[config.mk]
export PLATFORM = sky130hd
export DESIGN_NAME = dma4_ctrl
export DESIGN_NICKNAME = d
export VERILOG_FILES = /design/src/rtl/dma4_pkg.sv /design/src/rtl/dma4_chan.sv /design/src/rtl/dma4_prio.sv /design/src/rtl/dma4_seq.sv /design/src/rtl/dma4_ctrl.sv
export SDC_FILE = /design/constraint.sdc
export NUM_CORES = 1
export LEC_CHECK = 0
export BUFFER_PORTS_ARGS = -buffer_cell sky130_fd_sc_hd__clkbuf_2
export CAP_MARGIN = 20
export CORE_UTILIZATION = 40
export DETAILED_ROUTE_END_ITERATION = 8
export GPL_TIMING_DRIVEN = 1
export HOLD_SLACK_MARGIN = 0.1
export PLACE_DENSITY_LB_ADDON = 0.15
export REMOVE_ABC_BUFFERS = 1
export SYNTH_ARGS = -nofsm -noshare
export SYNTH_HDL_FRONTEND = slang
export SYNTH_HIERARCHICAL = 1
export SYNTH_SLANG_ARGS = --single-unit
[constraint.sdc]
create_clock -name clk -period 4.5 [get_ports clk]
set_clock_uncertainty 0.15 [all_clocks]
set_input_delay 0.225 -clock clk [delete_from_list [all_inputs] [get_ports clk]]
set_output_delay 0.225 -clock clk [all_outputs]
set_load 0.03 [all_outputs]
[src/rtl/dma4_pkg.sv]
package dma4_pkg;

    localparam int NCH  = 4;
    localparam int CHW  = 2;
    localparam int SELW = 4;

    // Sequencer states, one clock each
    typedef enum logic [2:0] {
        ST_IDLE = 3'd0,
        ST_REQ  = 3'd1,
        ST_ADDR = 3'd2,
        ST_XFER = 3'd3,
        ST_UPDT = 3'd4
    } seq_state_t;

    // Per-channel mode bits
    typedef struct packed {
        logic autoinit;
        logic dec;
        logic dir;
    } chan_mode_t;

    // Command select codes (values 0..7 are channel registers)
    localparam logic [SELW-1:0] SEL_MODE    = 4'd8;
    localparam logic [SELW-1:0] SEL_MASK1   = 4'd9;
    localparam logic [SELW-1:0] SEL_MASKALL = 4'd10;
    localparam logic [SELW-1:0] SEL_CLRFF   = 4'd11;
    localparam logic [SELW-1:0] SEL_MASKRD  = 4'd12;

endpackage

[src/rtl/dma4_chan.sv]
module dma4_chan
    import dma4_pkg::*;
#(
    parameter int DW = 8
) (
    input  logic                clk,
    input  logic                rst,
    input  logic                hi_byte,
    input  logic                wr_addr,
    input  logic                wr_cnt,
    input  logic [DW-1:0]       wdata,
    input  logic                mode_we,
    input  chan_mode_t          mode_in,
    input  logic                mask_we,
    input  logic                mask_in,
    input  logic                step,
    input  logic                finish,
    output logic [2*DW-1:0]     cur_addr,
    output logic [2*DW-1:0]     cur_cnt,
    output logic                tc,
    output logic                masked
);

    localparam int AW = 2 * DW;
    localparam logic [AW-1:0] ONE = AW'(1);

    logic [AW-1:0] base_addr;
    logic [AW-1:0] base_cnt;
    chan_mode_t    mode_q;

    assign tc = (cur_cnt == '0);

    always_ff @(posedge clk) begin
        if (rst) begin
            base_addr <= '0;
            base_cnt  <= '0;
            cur_addr  <= '0;
            cur_cnt   <= '0;
            mode_q    <= '0;
            masked    <= 1'b1;
        end else begin
            if (wr_addr) begin
                if (hi_byte) begin
                    base_addr[AW-1:DW] <= wdata;
                    cur_addr[AW-1:DW]  <= wdata;
                end else begin
                    base_addr[DW-1:0] <= wdata;
                    cur_addr[DW-1:0]  <= wdata;
                end
            end
            if (wr_cnt) begin
                if (hi_byte) begin
                    base_cnt[AW-1:DW] <= wdata;
                    cur_cnt[AW-1:DW]  <= wdata;
                end else begin
                    base_cnt[DW-1:0] <= wdata;
                    cur_cnt[DW-1:0]  <= wdata;
                end
            end
            if (mode_we) begin
                mode_q <= mode_in;
            end
            if (mask_we) begin
                masked <= mask_in;
            end
            if (step) begin
                if (finish && mode_q.autoinit) begin
                    cur_addr <= base_addr;
                    cur_cnt  <= base_cnt;
                end else begin
                    cur_addr <= mode_q.dec ? (cur_addr - ONE) : (cur_addr + ONE);
                    cur_cnt  <= cur_cnt - ONE;
                end
                if (finish && !mode_q.autoinit) begin
                    masked <= 1'b1;
                end
            end
        end
    end

    // Direction is consumed at the top through this view
    logic dir_unused;
    assign dir_unused = mode_q.dir;

endmodule

[src/rtl/dma4_prio.sv]
module dma4_prio #(
    parameter int N  = 4,
    parameter int CW = 2
) (
    input  logic [N-1:0]  req,
    output logic [CW-1:0] idx,
    output logic          any
);

    // Lowest index wins: scan from the top so the lowest match is kept last
    always_comb begin
        idx = '0;
        for (int i = N - 1; i >= 0; i--) begin
            if (req[i]) begin
                idx = CW'(i);
            end
        end
        any = |req;
    end

endmodule

[src/rtl/dma4_seq.sv]
module dma4_seq
    import dma4_pkg::*;
(
    input  logic       clk,
    input  logic       rst,
    input  logic       req_any,
    input  logic       hlda,
    output logic       grab,
    output logic       idle,
    output logic       hrq,
    output logic       addr_ph,
    output logic       xfer_ph,
    output logic       upd_ph
);

    seq_state_t state, state_nx;

    always_ff @(posedge clk) begin
        if (rst) begin
            state <= ST_IDLE;
        end else begin
            state <= state_nx;
        end
    end

    always_comb begin
        state_nx = state;
        unique case (state)
            ST_IDLE: if (req_any) state_nx = ST_REQ;
            ST_REQ:  if (hlda)    state_nx = ST_ADDR;
            ST_ADDR: state_nx = ST_XFER;
            ST_XFER: state_nx = ST_UPDT;
            ST_UPDT: state_nx = ST_IDLE;
            default: state_nx = ST_IDLE;
        endcase
    end

    always_comb begin
        idle    = (state == ST_IDLE);
        grab    = idle && req_any;
        hrq     = !idle;
        addr_ph = (state == ST_ADDR) || (state == ST_XFER);
        xfer_ph = (state == ST_XFER);
        upd_ph  = (state == ST_UPDT);
    end

endmodule

[src/rtl/dma4_ctrl.sv]
module dma4_ctrl
    import dma4_pkg::*;
#(
    parameter int DW = 8
) (
    input  logic              clk,
    input  logic              rst,
    input  logic [SELW-1:0]   host_sel,
    input  logic [DW-1:0]     host_wdata,
    input  logic              host_wr,
    input  logic              host_rd,
    output logic [DW-1:0]     host_rdata,
    input  logic [NCH-1:0]    dreq,
    output logic              hrq,
    input  logic              hlda,
    output logic [NCH-1:0]    dack,
    output logic [2*DW-1:0]   dma_addr,
    output logic              mem_rd,
    output logic              mem_wr,
    output logic              io_rd,
    output logic              io_wr,
    input  logic              eop_in_n,
    output logic              eop_out
);

    localparam int AW = 2 * DW;

    logic            idle, grab, addr_ph, xfer_ph, upd_ph;
    logic            req_any;
    logic [CHW-1:0]  win_idx;
    logic [CHW-1:0]  act_ch;
    logic            byte_ff;
    logic [NCH-1:0]  mask_q;
    logic [NCH-1:0]  tc_v;
    logic [AW-1:0]   cur_addr_a [NCH];
    logic [AW-1:0]   cur_cnt_a  [NCH];
    chan_mode_t      mode_a     [NCH];
    chan_mode_t      mode_in;

    // Host decode
    logic            reg_hit;
    logic [CHW-1:0]  sel_ch;
    logic            sel_cnt;
    logic            host_wr_ok;
    logic            host_rd_ok;

    assign reg_hit    = !host_sel[SELW-1];
    assign sel_ch     = host_sel[CHW:1];
    assign sel_cnt    = host_sel[0];
    assign host_wr_ok = idle && host_wr;
    assign host_rd_ok = idle && host_rd;
    assign mode_in    = '{autoinit: host_wdata[4], dec: host_wdata[3], dir: host_wdata[2]};

    always_ff @(posedge clk) begin
        if (rst) begin
            byte_ff <= 1'b0;
        end else if (host_wr_ok && host_sel == SEL_CLRFF) begin
            byte_ff <= 1'b0;
        end else if ((host_wr_ok || host_rd_ok) && reg_hit) begin
            byte_ff <= !byte_ff;
        end
    end

    // Priority and sequencer
    dma4_prio #(.N(NCH), .CW(CHW)) u_prio (
        .req (dreq & ~mask_q),
        .idx (win_idx),
        .any (req_any)
    );

    dma4_seq u_seq (
        .clk     (clk),
        .rst     (rst),
        .req_any (req_any),
        .hlda    (hlda),
        .grab    (grab),
        .idle    (idle),
        .hrq     (hrq),
        .addr_ph (addr_ph),
        .xfer_ph (xfer_ph),
        .upd_ph  (upd_ph)
    );

    always_ff @(posedge clk) begin
        if (rst) begin
            act_ch <= '0;
        end else if (grab) begin
            act_ch <= win_idx;
        end
    end

    logic finish;
    assign finish = tc_v[act_ch] || !eop_in_n;

    // Channel register sets
    for (genvar g = 0; g < NCH; g++) begin : g_ch
        logic wr_a, wr_c, m_we, k_we, k_in, stp;
        assign wr_a = host_wr_ok && reg_hit && sel_ch == CHW'(g) && !sel_cnt;
        assign wr_c = host_wr_ok && reg_hit && sel_ch == CHW'(g) &&  sel_cnt;
        assign m_we = host_wr_ok && host_sel == SEL_MODE && host_wdata[CHW-1:0] == CHW'(g);
        assign k_we = host_wr_ok && ((host_sel == SEL_MASK1 && host_wdata[CHW-1:0] == CHW'(g))
                                     || host_sel == SEL_MASKALL);
        assign k_in = (host_sel == SEL_MASKALL) ? host_wdata[g] : host_wdata[2];
        assign stp  = upd_ph && act_ch == CHW'(g);

        dma4_chan #(.DW(DW)) u_chan (
            .clk      (clk),
            .rst      (rst),
            .hi_byte  (byte_ff),
            .wr_addr  (wr_a),
            .wr_cnt   (wr_c),
            .wdata    (host_wdata),
            .mode_we  (m_we),
            .mode_in  (mode_in),
            .mask_we  (k_we),
            .mask_in  (k_in),
            .step     (stp),
            .finish   (finish),
            .cur_addr (cur_addr_a[g]),
            .cur_cnt  (cur_cnt_a[g]),
            .tc       (tc_v[g]),
            .masked   (mask_q[g])
        );

        // Mode is held inside the channel; a shadow copy keeps direction at the top
        always_ff @(posedge clk) begin
            if (rst) begin
                mode_a[g] <= '0;
            end else if (m_we) begin
                mode_a[g] <= mode_in;
            end
        end
    end

    // Bus-side outputs
    always_comb begin
        dack     = '0;
        dma_addr = '0;
        mem_rd   = 1'b0;
        mem_wr   = 1'b0;
        io_rd    = 1'b0;
        io_wr    = 1'b0;
        if (addr_ph) begin
            dack[act_ch] = 1'b1;
            dma_addr     = cur_addr_a[act_ch];
        end
        if (xfer_ph) begin
            if (mode_a[act_ch].dir) begin
                mem_rd = 1'b1;
                io_wr  = 1'b1;
            end else begin
                io_rd  = 1'b1;
                mem_wr = 1'b1;
            end
        end
        eop_out = upd_ph && tc_v[act_ch];
    end

    // Host read data
    logic [AW-1:0] rd_word;
    always_comb begin
        rd_word    = sel_cnt ? cur_cnt_a[sel_ch] : cur_addr_a[sel_ch];
        host_rdata = '0;
        if (idle) begin
            if (reg_hit) begin
                host_rdata = byte_ff ? rd_word[AW-1:DW] : rd_word[DW-1:0];
            end else if (host_sel == SEL_MASKRD) begin
                host_rdata[NCH-1:0] = mask_q;
            end
        end
    end

endmodule

; ---- Yosys cells after proc, flatten, opt, wreduce, memory -nomap -nowiden
; Memories as Yosys holds them, arrays and structs flattened. A register that Yosys moved wholly into a read port is not among the register bits.
; Index checks and enable logic that the tools add are counted.
[classes]
eq_ne = 24
n_mux = 97
add_sub_neg = 12
reduce_logical = 116
bitwise = 9
magnitude_cmp = 4
[op_table]
columns = op, n
row1 = $mux W16, 36
row2 = $sub A16 B1 Y16 const B, 8
row3 = $bmux W16 S2, 3
row4 = $reduce_and A2 Y1, 33
row5 = $add A16 B1 Y16 const B, 4
row6 = $logic_not A16 Y1, 4
row7 = $logic_and A1 B1 Y1, 45
row8 = $mux W1, 35
row9 = $mux W8, 4
row10 = $reduce_bool A2 Y1, 12
row11 = $eq A4 B4 Y1 const B, 5
row12 = $mux W3, 6
row13 = $mux W4, 4
row14 = $eq A2 B2 Y1 const B, 6
row15 = $mux W2, 6
row16 = $pmux W3 S4, 1
row17 = $ne A2 B1 Y1 const B, 5
row18 = $logic_not A1 Y1, 9
row19 = $logic_or A1 B1 Y1, 7
row20 = $eq A2 B1 Y1 const B, 3
row21 = $eq A3 B2 Y1 const B, 2
row22 = $ge A3 B3 Y1 const B, 2
row23 = $logic_not A2 Y1, 3
row24 = $not A2 Y3, 2
row25 = 14 further kinds, 17
[totals]
n_memories = 1
in_bits = 22
out_inout_bits = 34
ram_bits = 12
ff_bits = 274
[memory_table]
columns = name, words, width, rd, rd_clocked_by_memory_dff, write_ports, line_no
row1 = mode_a, 4, 3, 1, 1, 4, dma4_ctrl.sv:37  ; chan_mode_t mode_a [NCH];

; ---- Depth between registers and ports, before layout
[logic_depth]
depth_word = 8
depth_mapped = 16
mapped_depth_nobuf = 13

; ---- Cells and area by module
; Netlist, hierarchy kept.
[modules_own_cells]
columns = module, n_inst, area_per_inst_um2, cells_per_inst, seq_area_each_um2
row1 = dma4_chan (g_ch[0].u_chan ...), 2, 3958.8, 530, 1341.3
row2 = dma4_chan (g_ch[2].u_chan ...), 2, 3796.1, 506, 1341.3
row3 = dma4_ctrl, 1, 2474.9, 248, 220.2
row4 = dma4_seq, 1, 155.1, 16, 60.1
row5 = dma4_prio, 1, 35.0, 7, 0.0

; ---- Worst setup path after synthesis
; No wires, ideal clock.
[synth_path]
path_kind = flip-flop to flip-flop
from = reg g_ch[1].u_chan.cur_cnt[6]
to = reg g_ch[2].u_chan.cur_cnt[11]
n_path_buf = 3
required_time_ps = 4255
t_arrival_ps = 3374
synth_period_minus_slack_ps = 3619
slack_ps = 881
path_stages_with_launch = 14
path_cell_list = dfxtp_1 > buf_6 > or4_4 > or4_4 > nor2_1 > nand3_1 > nor3b_1 > mux4_2 > nand2b_1 > and2_1 > clkbuf_1 > buf_1 > a21oi_1 > a221oi_1
[synth_via]
elab_chain_len = 7
[synth_rtl]
columns = item, line_no
row1 = start: declaration, dma4_chan.sv:19  ; output logic [2*DW-1:0] cur_cnt,
row2 = start signal: indexed assignment, dma4_chan.sv:54  ; cur_cnt[AW-1:DW] <= wdata;
row3 = start signal: indexed assignment, dma4_chan.sv:57  ; cur_cnt[DW-1:0] <= wdata;
row4 = start signal: assignment, dma4_chan.sv:69  ; cur_cnt <= base_cnt;
row5 = $logic_not A16 Y1, dma4_chan.sv:31  ; assign tc = (cur_cnt == '0);
row6 = via tc_v[1], dma4_ctrl.sv:34  ; logic [NCH-1:0] tc_v;
row7 = $bmux W1 S2, dma4_ctrl.sv:93  ; assign finish = tc_v[act_ch] || !eop_in_n;
row8 = $mux W1 (not written as such), dma4_ctrl.sv:93
row9 = $logic_or A1 B1 Y1, dma4_ctrl.sv:93
row10 = via finish, dma4_ctrl.sv:92  ; logic finish;
row11 = $logic_and A1 B1 Y1, dma4_chan.sv:67  ; if (finish && mode_q.autoinit) begin
row12 = $mux W16, dma4_chan.sv:67
row13 = $mux W16, dma4_chan.sv:66  ; if (step) begin
row14 = end signal: indexed assignment, dma4_chan.sv:57
row15 = end signal: assignment, dma4_chan.sv:69
row16 = end signal: assignment, dma4_chan.sv:72  ; cur_cnt <= cur_cnt - ONE;
row17 = end: declaration, dma4_chan.sv:19
; The timed path passes the listed nets, and every way through them passes these cells. The select of a mux whose other input is x is not followed.
; A chain may end at the register's enable or synchronous reset.

; ---- Worst setup path in the final report
[layout_path]
from = reg g_ch[1].u_chan.cur_cnt[6]
to = reg g_ch[0].u_chan.cur_cnt[12]
[layout_via]
elab_chain_len = 7
[layout_rtl]
columns = item, line_no
row1 = $logic_not A16 Y1, dma4_chan.sv:31
row2 = via tc_v[1], dma4_ctrl.sv:34
row3 = $bmux W1 S2, dma4_ctrl.sv:93
row4 = $mux W1 (not written as such), dma4_ctrl.sv:93
row5 = $logic_or A1 B1 Y1, dma4_ctrl.sv:93
row6 = via finish, dma4_ctrl.sv:92
row7 = $logic_and A1 B1 Y1, dma4_chan.sv:67
row8 = $mux W16, dma4_chan.sv:67
row9 = $mux W16, dma4_chan.sv:66
row10 = end signal: indexed assignment, dma4_chan.sv:57
row11 = end signal: assignment, dma4_chan.sv:69
row12 = end signal: assignment, dma4_chan.sv:72
row13 = end: declaration, dma4_chan.sv:19
; The timed path passes the listed nets, and every way through them passes these cells. The select of a mux whose other input is x is not followed.

==> results.cfg <==
[status]
status = complete, no violations

[sta]
tns_ns = 0
fmax_mhz = 237.7
finalWorstSetupSlack_ns = 0.2925
post-route-min-period_ns = 4.207
setup_violations = 0
report.final.slew_viol_count = 0
rsz0062_at_grt = no
tightest_slew_ns = 1.008
fin_crit_sh_pct = 93.50
finalHoldViolCount = 0
relSlewSlack_pct = 32.79

[cts]
htree_levels = 2
clk_transition_reported_paths_ns = 0.06
clkLatencyLatePin_ns = 0.55
numClockSinks = 280
cts_buffers = 36
cts_tree = built
clock_path_buffers = 3
clockRootBuffer = clkbuf_16

[floorplan]
row_count = 77
die-width_um = 215.2
core_um2 = 44510
start_util_pct = 40.83
ios = 56
die_area_um2 = 46290
die_h_um = 215.2

[setup_path]
crit_type = reg2reg
path_delay_family = simple AND/OR/NAND/NOR gates
end_kind = flop
cp_cell_sequence = or4_4 -> or4_4 -> nor2_1 -> nand3_1 -> nor3b_2 -> mux4_2 -> nand2b_1 -> buf_4 -> buf_4 -> and2_1 -> nor2_1 -> nand2_1 -> o221ai_1
cp-start-kind = flop
slowest_stage = or4_4
cp.arrival_ns = 4.45
slowest_delay_ns = 0.60
worst-path-max-fanout = 9
required_ns = 4.75
crit_buf_inv = 2
ff2ff_setup_slack_ns = 0.29

[cells_and_area]
nets = 2425
syn2layout_area_growth_pct = 11.21
final_area_um2 = 20210
instances_no_fill = 2953
drive_above_1_share_pct = 10.50
layout_common_cells = 407 x nand2_1, 347 x a21oi_1, 275 x dfxtp_1
antenna_cells = 0
final_common_cell = nand2_1

[synth]
ys_warn_count = 6
synth_seq_area_share_pct = 31.06
synth_flop_cell = dfxtp_1
syn_area_per_cell_um2 = 7.757
syn_inst = 2343
ys_seq_elements = 280
syn_area_um2 = 18170
synth_cell_types = 86
synth_edf_count = 4
ys_async_sr_fraction_pct = 0

[pwr]
powerDensity_nw_per_um2 = 301.6
total_leakage_power_nw = 7.867
vdd_drop_max_uv = 246.6

[hold_path]
hp-class = in2reg

[global_routing]
grt_pass1_wl_um = 105200
grt_pass1_vias = 16780
grt_max_degree = 130
antenna_found_initial = 3
grt_overflow_total = 0
grt.total_usage_pct = 29.48

[placed_design]
dp_hpwl_um = 48450
globalplace.congestion = 0.9502
place_ws_ns = 0.2959
placed_area_um2 = 18880
dp_cells = 2880
io_buffer_count = 55

[drt]
viasPerCell = 6.134
drt_iter0_drc = 1920
ant_nets = 0
drc = 0
wl_per_cell_um = 23.31
wl_um = 68830
drtPass1Iterations = 5
vias = 18110

[flow_run]
drv_cap = 0
worst min-delay path: cells and delay by family:
family | cells | cell delay, ns
AND/OR/NAND/NOR | 2 | 0.21
buffers and inverters | 2 | 0.15
multiplexers | 1 | 0.14
AO/OA/AOI/OAI | 1 | 0.05
cells in the mapped netlist (17+ instances only):
| cell type | number | area [um^2] |
|---|---|---|
| nor3_1 | 37 | 185.2 |
| a31oi_1 | 23 | 143.9 |
| ha_1 | 64 | 800.8 |
| xor2_1 | 23 | 201.4 |
| o21ai_0 | 84 | 420.4 |
| nand2b_1 | 31 | 193.9 |
| a211oi_1 | 42 | 315.3 |
| nor4_1 | 24 | 150.1 |
| dfxtp_1 | 276 | 5525 |
| o211ai_1 | 20 | 150.1 |
| mux4_2 | 37 | 833.3 |
| clkbuf_1 | 120 | 450.4 |
| nand3_1 | 60 | 300.3 |
| o22ai_1 | 24 | 150.1 |
| a21oi_1 | 347 | 1737 |
| and2_1 | 33 | 206.5 |
| xnor2_1 | 58 | 508.0 |
| inv_1 | 33 | 123.9 |
| a221oi_1 | 17 | 148.9 |
| nor2_1 | 205 | 769.5 |
| and3_1 | 32 | 200.2 |
| mux2i_1 | 42 | 420.4 |
| nor2b_1 | 31 | 193.9 |
| nand2_1 | 407 | 1528 |
sequential cells by signal, indices dropped and copies added (netlist names), named ones only:
| name | count |
|---|---|
| u_seq/state | 3 |
| mode_a | 4 |
| g_ch.u_chan/cur_addr | 64 |
| g_ch.u_chan/masked | 4 |
| g_ch.u_chan/cur_cnt | 64 |
| g_ch.u_chan/base_cnt | 64 |
| g_ch.u_chan/base_addr | 64 |
| g_ch.u_chan/mode_q | 8 |
| byte_ff | 1 |
| act_ch | 2 |
per-layer routing:
metal	vias to the layer above	wire [um]	GRT usage, %
met5	-	0	0
li1	8462	-	-
met3	137	5878	4.926
met2	778	30440	45.31
met4	0	2282	10.78
met1	8737	30230	41.26
where the power goes:
group,leakage (nW),internal (mW),switching [mW]
sequential,2.27,2.51,0.0443
combinational,4.98,0.167,0.343
clock,0.616,1.86,1.17
total,7.87,4.54,1.56
area by class of cell:
class | count | area [um^2]
fill | 4505 | 24300
tap | 592 | 740.7
sequential | 280 | 5647
timing repair buffer | 112 | 760.7
clock buffer | 56 | 1147
clock inverter | 8 | 92.59
multi-input combinational | 1870 | 11690
inverter | 35 | 131.4
stage by stage:
stage	hold WS [ns]	total power, mW	util, %
finish	0.1372	6.095	45.41
global route	0.1539	6.278	45.41
CTS	0.1135	6.132	45.40
detailed placement	0.2951	3.097	42.41
global placement	0.2896	3.096	42.41
floorplan	0.1396	2.845	-
kinds of logic (layout without fill, tap and decap cells):
kind of cell	after synthesis	after routing	share of synthesized area [%]
simple gates	940	940	24.42
compound gates	695	695	23.62
flops	280	280	31.06
buf+inv	193	211	4.695
mux	86	86	7.456
xor+xnor	81	81	3.903
fa+ha+maj	68	68	4.847
what timing repair did:
item	CTS	global route
hold endpoints to repair	51	0
buffers inserted	0	0
setup endpoints to repair	0	1
resized for setup	0	1
hold buffers	9	0
worst paths after layout:
| kind | endpoint | cells past startpoint | startpoint |
|---|---|---|---|
| worst max-delay path | g_ch[0].u_chan/cur_cnt[12]$_SDFFE_PP0P_ | 13 | g_ch[1].u_chan/cur_cnt[6]$_SDFFE_PP0P_ |
| worst min-delay path | act_ch[0]$_SDFFE_PP0P_ | 6 | dreq[1] |
| worst max register to register | g_ch[0].u_chan/cur_cnt[12]$_SDFFE_PP0P_ | 13 | g_ch[1].u_chan/cur_cnt[6]$_SDFFE_PP0P_ |
| worst min register to register | g_ch[3].u_chan/base_addr[9]$_SDFFE_PP0P_ | 2 | g_ch[3].u_chan/base_addr[9]$_SDFFE_PP0P_ |
No activity file was read; power rests on OpenSTA's default activity.
